<file path="config.mk">
export PLATFORM = sky130hd
export DESIGN_NAME = dc_trim
export DESIGN_NICKNAME = d
export VERILOG_FILES = /design/src/rtl/dc_trim_pkg.sv /design/src/rtl/dc_trim_ctrl.sv /design/src/rtl/dc_trim_dp.sv /design/src/rtl/dc_trim.sv
export SDC_FILE = /design/constraint.sdc
export NUM_CORES = 1
export LEC_CHECK = 0
export BUFFER_PORTS_ARGS = -buffer_cell sky130_fd_sc_hd__buf_4
export CORE_MARGIN = 2
export CORE_UTILIZATION = 45
export CTS_CLUSTER_DIAMETER = 150
export DETAILED_ROUTE_END_ITERATION = 6
export SYNTH_ARGS = -nofsm -noshare
export SYNTH_HDL_FRONTEND = slang
export SYNTH_SLANG_ARGS = --single-unit
</file>
<file path="constraint.sdc">
create_clock -name clk -period 6.7 [get_ports clk]
set_clock_uncertainty 0.1 [all_clocks]
set_input_delay 0 -clock clk [delete_from_list [all_inputs] [get_ports clk]]
set_output_delay 0 -clock clk [all_outputs]
set_load 0.1 [all_outputs]
</file>
<file path="src/rtl/dc_trim_pkg.sv">
package dc_trim_pkg;
  // Strobes from control to datapath for the sample present this cycle
  typedef struct packed {
    logic take;    // a sample is present
    logic clear;   // zero the addressed estimate
    logic track;   // update the addressed estimate
    logic remove;  // subtract the estimate from the sample
  } trimStrobe_t;
endpackage

</file>
<file path="src/rtl/dc_trim_ctrl.sv">
module dc_trim_ctrl
  import dc_trim_pkg::*;
(
  input  logic        inValid,
  input  logic        filtEn,
  input  logic        freezeEn,
  output trimStrobe_t stb
);
  // Hold has priority over tracking; bypass only when both are low
  always_comb begin
    stb.take   = inValid;
    stb.clear  = inValid && !filtEn && !freezeEn;
    stb.track  = inValid && filtEn && !freezeEn;
    stb.remove = filtEn || freezeEn;
  end
endmodule

</file>
<file path="src/rtl/dc_trim_dp.sv">
module dc_trim_dp
  import dc_trim_pkg::*;
#(
  parameter int DATA_W = 24,
  parameter int FRAC_W = 12,
  parameter int SHIFT  = 12,
  parameter int NUM_CH = 2
) (
  input  logic                                     clk,
  input  logic                                     rstN,
  input  trimStrobe_t                              stb,
  input  logic [$clog2(NUM_CH)-1:0]                inCh,
  input  logic signed [DATA_W-1:0]                 inData,
  output logic                                     outValid,
  output logic [$clog2(NUM_CH)-1:0]                outCh,
  output logic signed [DATA_W-1:0]                 outData,
  output logic [NUM_CH-1:0][DATA_W+FRAC_W-1:0]     estAll
);
  localparam int CH_W  = $clog2(NUM_CH);
  localparam int ACC_W = DATA_W + FRAC_W;

  logic signed [ACC_W-1:0]  accQ [NUM_CH];
  logic signed [ACC_W-1:0]  accSel, accNext;
  logic signed [ACC_W:0]    xScaled, accWide, errW, stepW;
  logic signed [DATA_W-1:0] estSel, satVal, result;
  logic signed [DATA_W:0]   subW;

  always_comb begin
    accSel  = accQ[inCh];
    estSel  = DATA_W'(accSel >>> FRAC_W);
    // leaky integrator step on the scaled estimate
    xScaled = {inData[DATA_W-1], inData, {FRAC_W{1'b0}}};
    accWide = {accSel[ACC_W-1], accSel};
    errW    = xScaled - accWide;
    stepW   = errW >>> SHIFT;
    accNext = ACC_W'(accWide + stepW);
    // saturating removal
    subW    = {inData[DATA_W-1], inData} - {estSel[DATA_W-1], estSel};
    if (subW[DATA_W] != subW[DATA_W-1])
      satVal = subW[DATA_W] ? {1'b1, {(DATA_W-1){1'b0}}} : {1'b0, {(DATA_W-1){1'b1}}};
    else
      satVal = subW[DATA_W-1:0];
    result  = stb.remove ? satVal : inData;
  end

  for (genvar c = 0; c < NUM_CH; c++) begin : g_ch
    always_ff @(posedge clk or negedge rstN) begin
      if (!rstN)
        accQ[c] <= '0;
      else if (inCh == CH_W'(c)) begin
        if (stb.clear)
          accQ[c] <= '0;
        else if (stb.track)
          accQ[c] <= accNext;
      end
    end
    assign estAll[c] = accQ[c];
  end

  always_ff @(posedge clk or negedge rstN) begin
    if (!rstN) begin
      outValid <= 1'b0;
      outCh    <= '0;
      outData  <= '0;
    end else begin
      outValid <= stb.take;
      if (stb.take) begin
        outCh   <= inCh;
        outData <= result;
      end
    end
  end
endmodule

</file>
<file path="src/rtl/dc_trim.sv">
module dc_trim
  import dc_trim_pkg::*;
#(
  parameter int DATA_W = 24,
  parameter int FRAC_W = 12,
  parameter int SHIFT  = 12,
  parameter int NUM_CH = 2
) (
  input  logic                        clk,
  input  logic                        rstN,
  input  logic                        inValid,
  input  logic [$clog2(NUM_CH)-1:0]   inCh,
  input  logic signed [DATA_W-1:0]    inData,
  input  logic                        filtEn,
  input  logic                        freezeEn,
  output logic                        outValid,
  output logic [$clog2(NUM_CH)-1:0]   outCh,
  output logic signed [DATA_W-1:0]    outData
);
  trimStrobe_t stb;
  logic [NUM_CH-1:0][DATA_W+FRAC_W-1:0] estAll;

  dc_trim_ctrl u_ctrl (
    .inValid (inValid),
    .filtEn  (filtEn),
    .freezeEn(freezeEn),
    .stb     (stb)
  );

  dc_trim_dp #(
    .DATA_W(DATA_W), .FRAC_W(FRAC_W), .SHIFT(SHIFT), .NUM_CH(NUM_CH)
  ) u_dp (
    .clk     (clk),
    .rstN    (rstN),
    .stb     (stb),
    .inCh    (inCh),
    .inData  (inData),
    .outValid(outValid),
    .outCh   (outCh),
    .outData (outData),
    .estAll  (estAll)
  );
endmodule

</file>
# --- Word-level counts from Yosys, hierarchy flattened ---
# Index checks and enable logic that the tools add are counted.
totals:
  reg_bits: 98
  latch_bits: 0
  mem_bits_rw: 0
  romBits: 0
  in_bits: 30
  out_inout_bits: 26
  n_memories: 0
classes:
  n_addsub: 3
  multipliers: 0
  n_div: 0
  n_lt_le_gt_ge: 1
  eq_ne: 1
  shifts: 0
  mux: 8
  bitwise: 2
  n_reduce_logical: 10
op_table:
  columns: ["cell", "n"]
  rows:
  - ["two-way mux 36 bit", 5]
  - ["two-way mux 24 bit", 3]
  - ["subtractor 36 x 36 -> 37 bit", 1]
  - ["adder 36 x 25 -> 36 bit", 1]
  - ["subtractor 24 x 24 -> 25 bit", 1]
  - ["logical AND 1 bit", 4]
  - ["AND reduction 2 bit", 2]
  - ["greater-or-equal comparator 2 bit (second input constant)", 1]
  - ["logical NOT 1 bit", 2]
  - ["NOT 1 -> 2 bit", 1]
  - ["nonzero test 2 bit", 1]
  - ["logical OR 1 bit", 1]
  - ["!= test 1 bit", 1]
  - ["NOT 1 bit", 1]

# --- Longest topological paths before layout ---
# Gate-level depths: netlist (run 1).
depth:
  depth_word: 8
  ltp_mapped: 23

# --- Cells and area by module ---
# Synthesis (run 1) repeated with hierarchy kept, for this count alone.
unflattened:
  hier_cells: 1034
  hier_area_um2: 8413.1
modules_own_cells:
  columns: ["mod", "n_inst", "cells_each", "area_each_um2", "seq_area_each_um2"]
  rows:
  - ["dc_trim_dp", 1, 1030, 8381.8, 2452.4]
  - ["dc_trim_ctrl", 1, 4, 31.3, 0.0]

# --- Worst setup path before layout (run 1) ---
# Ideal clock, no wire load.
synth_path:
  kind: "in2reg"
  start: "input inCh"
  end: "register u_dp.accQ (netlist bit u_dp.estAll[33])"
  setup_time_ns: 0.136
  arrival_time_ns: 4.476
  setup_slack_ns: 1.988
  stages: 23
  n_path_buf: 5
  path_cell_list: "buf_2 clkbuf_1 clkbuf_1 mux2i_1 ha_1 buf_6 a211oi_2 o21bai_2 a2111oi_4 nor2_1 nor2_1 nand2_1 nand2_1 ha_1 clkbuf_1 a21o_1 a21oi_1 o21bai_1 a31o_2 a221o_1 a21oi_1 xor2_1 o31ai_1"
synth_via:
  elab_chain_cells: 8
  elab_cells_between_ends: 10
  cone_classes: "2 x add/sub; 5 x mux; 2 x bitwise; 1 x reduce/logical"
synth_rtl:
  columns: ["element", "line_no", "text"]
  rows:
  - ["from (decl)", "dc_trim.sv:12", "input logic [$clog2(NUM_CH)-1:0] inCh,"]
  - ["NOT 1 -> 2 bit (implied by the code)", "dc_trim_dp.sv:29", "accSel = accQ[inCh];"]
  - ["two-way mux 36 bit (implied by the code) (3 in a row)", "dc_trim_dp.sv:29", null]
  - ["subtractor 36 x 36 -> 37 bit", "dc_trim_dp.sv:34", "errW = xScaled - accWide;"]
  - ["adder 36 x 25 -> 36 bit", "dc_trim_dp.sv:36", "accNext = ACC_W'(accWide + stepW);"]
  - ["two-way mux 36 bit", "dc_trim_dp.sv:53", "else if (stb.track)"]
  - ["two-way mux 36 bit", "dc_trim_dp.sv:51", "if (stb.clear)"]
  - ["to (signal, indexed assignment)", "dc_trim_dp.sv:54", "accQ[c] <= accNext;"]
  - ["to (decl)", "dc_trim_dp.sv:22", "logic signed [ACC_W-1:0] accQ [NUM_CH];"]
# Parallel ways exist; a longest one is shown, timed or not. The select of a mux whose other input is x is not followed.
# A chain may end at the register's enable or synchronous reset.

# --- Worst setup path in the final report (run 1) ---
layout_path:
  start: "register u_dp.accQ (netlist bit u_dp.estAll[11])"
  end: "register u_dp.accQ (netlist bit u_dp.estAll[67])"
layout_via:
  elab_chain_cells: 7
layout_rtl:
  columns: ["element", "line_no"]
  rows:
  - ["two-way mux 36 bit (implied by the code) (*) (3 in a row)", "dc_trim_dp.sv:29"]
  - ["subtractor 36 x 36 -> 37 bit", "dc_trim_dp.sv:34"]
  - ["adder 36 x 25 -> 36 bit (*)", "dc_trim_dp.sv:36"]
  - ["two-way mux 36 bit (*)", "dc_trim_dp.sv:53"]
  - ["two-way mux 36 bit (*)", "dc_trim_dp.sv:51"]
# Mark *: on every way between the ends. The rest lies on a longest branch, timed or not. The select of a mux whose other input is x is not followed.

==> impl_metrics.yaml, run 1 <==
clock_tree:
  path_clk_slew_ns: 0.07
  clkLatencyLatePin_ns: 0.37
  clk_path_buf_depth: 2
  ctsHoldBuffers: 32
  cts_buffers: 9
  cts.sinks: 98
  htree_levels: 3
  cts-root-buf: "clkbuf_16"
  cts_resized: 0
  cts_setup_buffers: 0
  cts_tree: "done"
yosys:
  synth_simple_gate_area_share_pct: 17.18
  synth_warnings: 0
  synth.area.mux_share_pct: 4.999
  synth_top_family_by_area: "compound AO/OA/AOI/OAI gates"
  synth-edff-count: 0
  synthDistinctLibCells: 71
  ys_ff_latch: 98
  ys_seq_area_share_pct: 29.08
  synth_top_flop_cell: "dfrtp_1"
  async_flop_share_pct: 100.0
  synth_xor_area_share_pct: 7.684
  syn-mean-instance-area_um2: 8.189
  syn_inst: 1030
  synthAdderAreaFrac_pct: 10.56
  synth_area_um2: 8434
  syn_nets: 1130
  synth_compound_area_share_pct: 25.68
floorplanning:
  die_h_um: 140.9
  core_um2: 18520
  die_area_um2: 19850
  std_cell_rows: 50
  start_util_pct: 45.55
  fp.dieW_um: 140.9
  ioPinCount: 56
global_routing:
  gr-total-overflow: 0
  grt_use_met1_pct: 37.48
  track_usage_pct: 26.58
  grt.busiest_layer: "met2"
  grt_start_max_net_pins: 75
  antenna_found_initial: 0
  grtUsageMet3_pct: 2.480
  grtUsageMet2_pct: 42.88
  grt_pass1_wl_um: 41190
  grt_pass1_vias: 7401
worst_setup_path:
  worst-path-buf-inv: 1
  slowest_delay_ns: 0.59
  critPathTopFamily: "compound AO/OA/AOI/OAI gates"
  endpoint_kind: "register"
  start_kind: "register"
  critPathMaxFanout: 6
  crit_arrival_ns: 6.06
  path_cells: "nor4_1, nand4_1, a21oi_1, or2_0, nand2b_1, o31ai_1, a21oi_1, xnor2_1, ha_1, nand2_1, or3_1, a21o_1, o2bb2ai_1, a31oi_1, a31oi_1, xnor2_1, a41o_1, dlygate4sd3_1"
  crit_start: "u_dp.estAll[11]"
  critPathSlowestCell: "o31ai_1"
  r2r_start: "u_dp.estAll[11]"
  crit_type: "register to register"
  crit_required_ns: 6.85
detailed_routing:
  vias: 7770
  totalWireLength_um: 26010
  drc: 0
  routedWlPerCell_um: 19.77
  first_pass_iters: 6
  first_iter_violations: 653
  via_per_inst: 5.904
  detail-route-antenna-nets: 0
place:
  globalplace.congestion: 0.9647
  dp_hpwl_um: 19730
  placed_area_um2: 8921
  pre_cts_slack_ns: 1.111
  numPortBuffers: 55
sta:
  hold_violations: 0
  period_minus_slack_ns: 5.913
  finalCritPeriodShare_pct: 88.25
  layout_setup_ws_ns: 0.7870
  setup_tns_ns: 0
  setup_violations: 0
  worstMarginPinSlew_ns: 1.108
  relSlewSlack_pct: 25.88
  max_freq_mhz: 169.1
  slew_viol_final: 0
  rsz0062_at_grt: "no"
hold_path:
  worstHoldStart: "freezeEn"
  hp-class: "input port to register"
run:
  max_cap_viol_count: 0
final_layout:
  layout_common_cells: "nand2_1 (146), dfrtp_1 (98), a21oi_1 (89)"
  n_antenna_cell: 0
  layout_commonest_cell: "nand2_1"
  fin_nets: 1177
  design_area_um2: 9570
  areaGrowthSynthToFinish_pct: 13.47
  drive_gt1_share_pct: 10.26
status:
  status: "completed"
synth_stat cells, types with 6 or more instances:
cell,number,area [µm²]
buf_2,13,65.06
mux2_2,13,146.4
nor2_1,48,180.2
ha_1,68,850.8
nor3_1,15,75.07
nor2b_1,8,50.05
nand2_1,147,551.8
o31ai_1,24,180.2
o22ai_1,22,137.6
xnor2_1,38,332.8
nand4_1,14,87.58
dfrtp_1,98,2452
nand2b_1,12,75.07
xor2_1,36,315.3
a22o_1,6,52.55
a21oi_1,89,445.4
and3_1,8,50.05
a21o_1,23,172.7
clkbuf_1,32,120.1
o21ai_1,13,65.06
nand3b_1,6,45.04
a211oi_1,10,75.07
o21bai_1,9,67.56
nand3_1,26,130.1
inv_1,38,142.6
o21a_1,10,75.07
buf_1,6,22.52
mux2i_1,26,260.3
and2_1,8,50.05
o21ai_0,84,420.4
a31oi_1,6,37.54
routing by layer:
| metal | wire length [µm] | part of all wire [%] |
|---|---|---|
| met5 | 0 | 0 |
| met2 | 11890 | 46 |
| met4 | 700 | 2.7 |
| met3 | 1289 | 5.0 |
| met1 | 12130 | 47 |
worst paths after layout:
| path | slack (ns) | end | cells after the start |
|---|---|---|---|
| min in group asynchronous | 0.45 | u_dp.outCh | 3 |
| hold / removal | 0.07 | u_dp.estAll[4] | 5 |
| setup / recovery | 0.79 | u_dp.estAll[67] | 18 |
| setup reg to reg | 0.79 | u_dp.estAll[67] | 18 |
| hold reg to reg | 0.38 | u_dp.estAll[66] | 2 |
| max in group asynchronous | 4.39 | u_dp.outData[10] | 4 |
cell type report:
class                   count  area, µm²
fillers                  1794       8947
inverters                  38      142.6
well taps                 234      292.8
flip-flops and latches     98       2452
clock inverters             5      86.33
repair buffers             92      770.7
multi-input cells         838       5583
clock buffers              11      242.7
registers in the layout (all words and copies together), names as in the netlist:
signal,flops
u_dp.estAll,72
u_dp.outCh,1
u_dp.outData,24
u_dp.outValid,1
metrics by stage:
step / util [%] / std cells / hold slack [ns]
floorplan: - / 1030 / -0.3956
global placement: 48.18 / 1268 / -0.1700
detailed placement: 48.18 / 1268 / -0.1672
CTS: 51.68 / 1316 / 0.07738
global route: 51.68 / 1316 / 0.08963
finish: 51.68 / 1316 / 0.06896
logic make-up (layout without fill, tap and decap cells):
family	count (synthesis)	in the layout
and+or+nand+nor	312	312
buffers and inverters	94	146
DFF	98	98
xor gates and xnor gates	74	74
AOI/OAI and AO/OA	342	342
adders and majority gates	70	70
muxes	40	40
worst reg2reg max path: cells and delay by family, from the launching register on:
family	cells	cell delay [ns]
AO/OA/AOI/OAI	8	2.36
XOR/XNOR	2	0.40
buffers and inverters	1	0.55
flip-flops	1	0.39
adder cells (fa/ha/maj)	1	0.47
AND/OR/NAND/NOR	6	1.55
Power of run 1 is left out: the tool's default activity adds up to more than one toggle a clock period on the data nets, which glitch-free logic cannot reach.
==> run 2, diff against run 1 <==
--- a/config.mk
+++ b/config.mk
@@ -12,4 +12,5 @@
 export DETAILED_ROUTE_END_ITERATION = 6
 export SYNTH_ARGS = -nofsm -noshare
 export SYNTH_HDL_FRONTEND = slang
+export SYNTH_HIERARCHICAL = 1
 export SYNTH_SLANG_ARGS = --single-unit
==> run 2 against run 1 <==
  * Routed wire length fell by 5.7%
  * Flip-flop and latch count did not move
  * Cell count rose by 0.23%
  * Fmax rose by 15%
  * Worst hold slack got worse by 0.037 ns
  * Area after synthesis fell by 0.25%
  * Die area fell by 0.25%
  * Global-route usage fell by 2.0 points
  * Via count fell by 0.54%
  * Setup slack improved by 0.76 ns
  * Count of clock-buffer cells in the layout fell by 2
  * Critical path type unchanged
  * Largest cell class unchanged
==> impl_metrics.yaml, run 2 <==
floorplanning:
  fp.dieW_um: 140.7
  core_um2: 18520
  ioPinCount: 56
  std_cell_rows: 50
  die_area_um2: 19800
  start_util_pct: 45.43
  die_h_um: 140.7
sta:
  max_freq_mhz: 194.1
  worstMarginPinSlew_ns: 1.033
  finalCritPeriodShare_pct: 76.89
  rsz0062_at_grt: "no"
  hold_violations: 0
  period_minus_slack_ns: 5.152
  relSlewSlack_pct: 31.14
  setup_violations: 0
  slew_viol_final: 0
  setup_tns_ns: 0
yosys:
  synth_most_common_cell: "nand2_1"
  synth_xor_area_share_pct: 7.927
  synth_top_flop_cell: "dfrtp_1"
  synth_warnings: 6
  synth_area_leaders: "dfrtp_1 (29%), ha_1 (10%), nand2_1 (6.2%)"
  synth_compound_area_share_pct: 24.69
  synth_largest_area_cell: "dfrtp_1"
  synth.area.mux_share_pct: 5.071
  ys_ff_latch: 98
  synth_top_area_share_pct: 29.15
  synthDistinctLibCells: 65
  synth_area_um2: 8413
  syn_nets: 1134
  synth-edff-count: 0
  async_flop_share_pct: 100.0
  yosys-top-cells-count: "nand2_1 (140), dfrtp_1 (98), o21ai_0 (97), a21oi_1 (86), nor2_1 (78)"
  synth_simple_gate_area_share_pct: 17.46
  ys_seq_area_share_pct: 29.15
  synth_top_family_by_area: "compound AO/OA/AOI/OAI gates"
  syn-mean-instance-area_um2: 8.136
  synthAdderAreaFrac_pct: 10.59
  syn_inst: 1034
final_layout:
  layout_common_cells: "nand2_1 (140), dfrtp_1 (98), o21ai_0 (97)"
  areaGrowthSynthToFinish_pct: 13.92
  fin_nets: 1180
  largest_reg_flops: 72
  n_antenna_cell: 0
  drive_gt1_share_pct: 10.14
  num-fill-cells: 1840
  layout_commonest_cell: "nand2_1"
detailed_routing:
  detail-route-antenna-nets: 0
  drc: 0
  routedWlPerCell_um: 18.59
  vias: 7728
  totalWireLength_um: 24520
  via_per_inst: 5.859
  first_iter_violations: 702
  first_pass_iters: 6
place:
  numPortBuffers: 55
  dp_hpwl_um: 18940
  globalplace.congestion: 0.9727
worst_setup_path:
  crit_start: "u_dp/estAll[67]"
  crit_type: "register to register"
  critPathMaxFanout: 13
  start_kind: "register"
  crit_required_ns: 6.83
  crit_arrival_ns: 5.28
  endpoint_kind: "register"
  regToRegSetupSlack_ns: 1.55
  r2r_start: "u_dp/estAll[67]"
global_routing:
  grt_pass1_wl_um: 38720
  grt_pass1_vias: 7173
  antenna_found_initial: 0
  grt_start_max_net_pins: 77
  gr-total-overflow: 0
  track_usage_pct: 24.57
status:
  status: "completed"
hold_path:
  hp-class: "input port to register"
  worstHoldStart: "inData[23]"
clock_tree:
  cts_tree: "done"
  htree_levels: 3
  clk_path_buf_depth: 2
  cts_buffers: 9
  cts.sinks: 98
  cts-root-buf: "clkbuf_16"
  ctsHoldBuffers: 26
  path_clk_slew_ns: 0.07
  cts_resized: 0
  cts_setup_buffers: 0
  clkLatencyLatePin_ns: 0.36
run:
  max_cap_viol_count: 0
[run 2: changes by cell type after synthesis, sizes merged, moves of 9 or more]
cell / change
nand3: -9
o31ai: -13
inv: +10
a221oi: +12
nor2: +31
xor2: -12
xnor2: +12
o22ai: -22
o221ai: +9
o21a: +10
[run 2: area by class of cell]
type | instances | area (µm²) | share of cell area, %
clock inverters | 7 | 146.4 | 1.527
repair buffers | 88 | 725.7 | 7.572
inverters | 49 | 183.9 | 1.919
flip-flops and latches | 98 | 2452 | 25.59
multi-input cells | 834 | 5558 | 57.99
clock buffers | 9 | 225.2 | 2.350
well taps | 234 | 292.8 | 3.055
[run 2: worst max-delay path: stages, from the launching register on]
cell and delay [ns]:
dfrtp_1 0.39, mux2i_1 0.32, ha_1 0.42, a21oi_1 0.20, o21ai_0 0.15, a221oi_1 0.55, o21ai_0 0.17, nor2_1 0.30
xnor2_1 0.18, buf_4 0.24, ha_1 0.36, a21o_1 0.24, a21o_1 0.17, a21oi_1 0.17, nor2b_1 0.07, o21a_1 0.17
o21a_1 0.16, a211oi_1 0.29, mux2i_1 0.26, o21ai_0 0.10
[run 2: cells by family after synthesis]
| kind of cell | after synthesis |
|---|---|
| DFF | 98 |
| buffers and inverters | 102 |
| xor gates and xnor gates | 74 |
| AOI/OAI and AO/OA | 330 |
| muxes | 41 |
| adders and majority gates | 70 |
| and+or+nand+nor | 319 |
[run 2: through the flow]
step,instance area (µm²),utilization (%),hold WS (ns),setup slack (ns),std cells
after floorplan,8413,-,-0.3956,1.434,1034
after global placement,8952,48.34,-0.1953,1.315,1277
after detailed placement,8952,48.34,-0.1940,1.329,1277
after CTS,9584,51.76,0.003748,1.616,1319
after global routing,9584,51.76,0.08607,1.227,1319
final,9584,51.76,0.03209,1.548,1319
[run 2: final timing paths]
| kind | cells past startpoint | end |
|---|---|---|
| worst max register to register | 19 | u_dp/estAll[69] |
| max in group asynchronous | 3 | u_dp/outData[23] |
| worst min-delay path | 4 | u_dp/outData[23] |
| worst min register to register | 2 | u_dp/estAll[55] |
| min in group asynchronous | 3 | u_dp/outData[5] |
| worst max-delay path | 19 | u_dp/estAll[69] |
[run 2: metal layers]
metal / track usage, % / vias up / part of all wire [%]
met5: 0 / - / 0
met4: 8.474 / 0 / 2.6
met3: 3.057 / 33 / 4.9
met2: 37.84 / 222 / 44
met1: 35.68 / 3675 / 49
li1: - / 3798 / -
Power of run 2 is left out for the same reason.
==> run 3, diff against run 2 <==
==> constraint.sdc (replaced) <==
create_clock -name clk -period 4.99 [get_ports clk]
set_clock_uncertainty 0.1 [all_clocks]
set_input_delay 0 -clock clk [delete_from_list [all_inputs] [get_ports clk]]
set_output_delay 0 -clock clk [all_outputs]
set_load 0.1 [all_outputs]
==> run 3 against run 2 <==
  * Fmax increased by 9.2%
  * Critical path depth increased by 2
  * First-iteration DRC count decreased by 5.3%
  * Global-route usage increased by 2.4 points
  * Cell count increased by 8.9%
  * Routed wire length increased by 7.6%
  * Sequential share of layout area decreased by 2.3 points
  * Design area increased by 9.9%
  * Highest routed layer unchanged
  * Register-to-register slack got worse by 1.3 ns
  * Non-clock buffer count increased by 117
  * Critical path type unchanged
  * Worst hold slack improved by 0.079 ns
==> impl_metrics.yaml, run 3 (synthesis results as in run 2) <==
sta:
  rsz0062_at_grt: "no"
  setup_violations: 0
  max_freq_mhz: 211.9
  worstMarginPinSlew_ns: 0.9072
  period_minus_slack_ns: 4.720
  setup_tns_ns: 0
  finalCritPeriodShare_pct: 94.58
  relSlewSlack_pct: 39.36
  hold_violations: 0
  slew_viol_final: 0
floorplanning:
  die_area_um2: 19800
  start_util_pct: 45.43
  core_um2: 18520
  fp.dieW_um: 140.7
  std_cell_rows: 50
  ioPinCount: 56
  die_h_um: 140.7
worst_setup_path:
  r2r_start: "u_dp/estAll[14]"
  crit_arrival_ns: 4.90
  start_kind: "register"
  reg2reg_depth: 21
  crit_type: "register to register"
  worst_r2r_endpoint: "u_dp/estAll[65]"
  critPathMaxFanout: 8
  regToRegSetupSlack_ns: 0.27
  crit_required_ns: 5.17
  endpoint_kind: "register"
detailed_routing:
  totalWireLength_um: 26380
  first_pass_iters: 5
  vias: 8127
  detail-route-antenna-nets: 0
  drc: 0
  via_per_inst: 5.659
  routedWlPerCell_um: 18.37
  first_iter_violations: 665
place:
  dp_hpwl_um: 20380
  globalplace.congestion: 0.9544
  numPortBuffers: 55
final_layout:
  drive_gt1_share_pct: 20.30
  layout_commonest_cell: "buf_4"
  areaGrowthSynthToFinish_pct: 25.19
  largest_reg_flops: 72
  fin_util_pct: 56.88
  n_antenna_cell: 0
  layout_common_cells: "buf_4 (178), nand2_1 (140), dfrtp_1 (98)"
  fin_nets: 1297
hold_path:
  worstHoldEndpoint: "u_dp/estAll[33]"
  worstHoldStart: "freezeEn"
  hp-class: "input port to register"
  hold_depth: 5
global_routing:
  track_usage_pct: 26.98
  antenna_found_initial: 0
  grt_start_max_net_pins: 66
  grt_pass1_wl_um: 42390
  gr-total-overflow: 0
  grt_pass1_vias: 8043
clock_tree:
  htree_levels: 3
  cts-root-buf: "clkbuf_16"
  cts_tree: "done"
  clkLatencyLatePin_ns: 0.36
  cts.sinks: 98
  path_clk_slew_ns: 0.07
  cts_buffers: 9
  clk_path_buf_depth: 2
run:
  max_cap_viol_count: 0
status:
  status: "completed"
-- run 3: worst max path at each step --
stage / start / to / slack (ns) / depth (start not counted)
floorplan: inCh / u_dp/estAll[69] / 0.04 / 23
global placement: inCh / u_dp/estAll[68] / 0.09 / 18
detailed placement: inCh / u_dp/estAll[70] / 0.08 / 19
CTS: u_dp/estAll[50] / u_dp/estAll[70] / 0.09 / 18
global route: u_dp/estAll[13] / u_dp/estAll[71] / 0.0008 / 19
finish: u_dp/estAll[14] / u_dp/estAll[65] / 0.27 / 21
-- run 3: area by class of cell --
class	instances	area [µm²]
clock buffers	9	225.2
clock inverters	7	75.07
fillers	1777	7985
inverters	49	183.9
multi-input cells	834	5687
flip-flops and latches	98	2452
well taps	234	292.8
repair buffers	205	1617
-- run 3: worst max-delay path, stage by stage, from the launching register on --
cell and delay [ns]:
dfrtp_1 0.39, mux2i_2 0.24, ha_1 0.38, o2111a_1 0.21, or3_1 0.38, a31o_2 0.29
a21oi_4 0.18, o21a_1 0.16, o21ai_1 0.08, xor2_1 0.18, ha_1 0.36, nand2_1 0.10
o21ai_1 0.30, nor3_2 0.09, buf_4 0.14, a21oi_2 0.17, a31oi_4 0.12, buf_4 0.16
o21ai_1 0.17, xor2_1 0.16, nand2_1 0.08, o21ai_0 0.18
-- run 3: timing repair --
item,4_1_cts,5_1_grt
hold buffers,26,0
setup buffers,0,2
endpoints found under the hold margin,89,0
gates resized for setup,0,24
setup endpoints to repair,0,18
-- run 3: routing by layer --
layer,global-route usage [%],vias up,part of all wire (%)
met5,0,-,0
met4,9.316,0,3.0
met3,4.348,52,5.1
met2,43.98,229,45
met1,36.55,3829,46
li1,-,4017,-
-- run 3: through the flow --
step	worst slack, ns	std cells	hold slack [ns]	cell area, µm²
final	0.2703	1436	0.1111	10530
after floorplan	0.04277	1034	-0.3956	8422
after detailed placement	0.08145	1392	0.05304	9836
after CTS	0.08718	1434	0.1150	10400
after global placement	0.09488	1392	0.04487	9836
after global routing	0.0007541	1436	0.1642	10530
Power of run 3 is left out for the same reason.
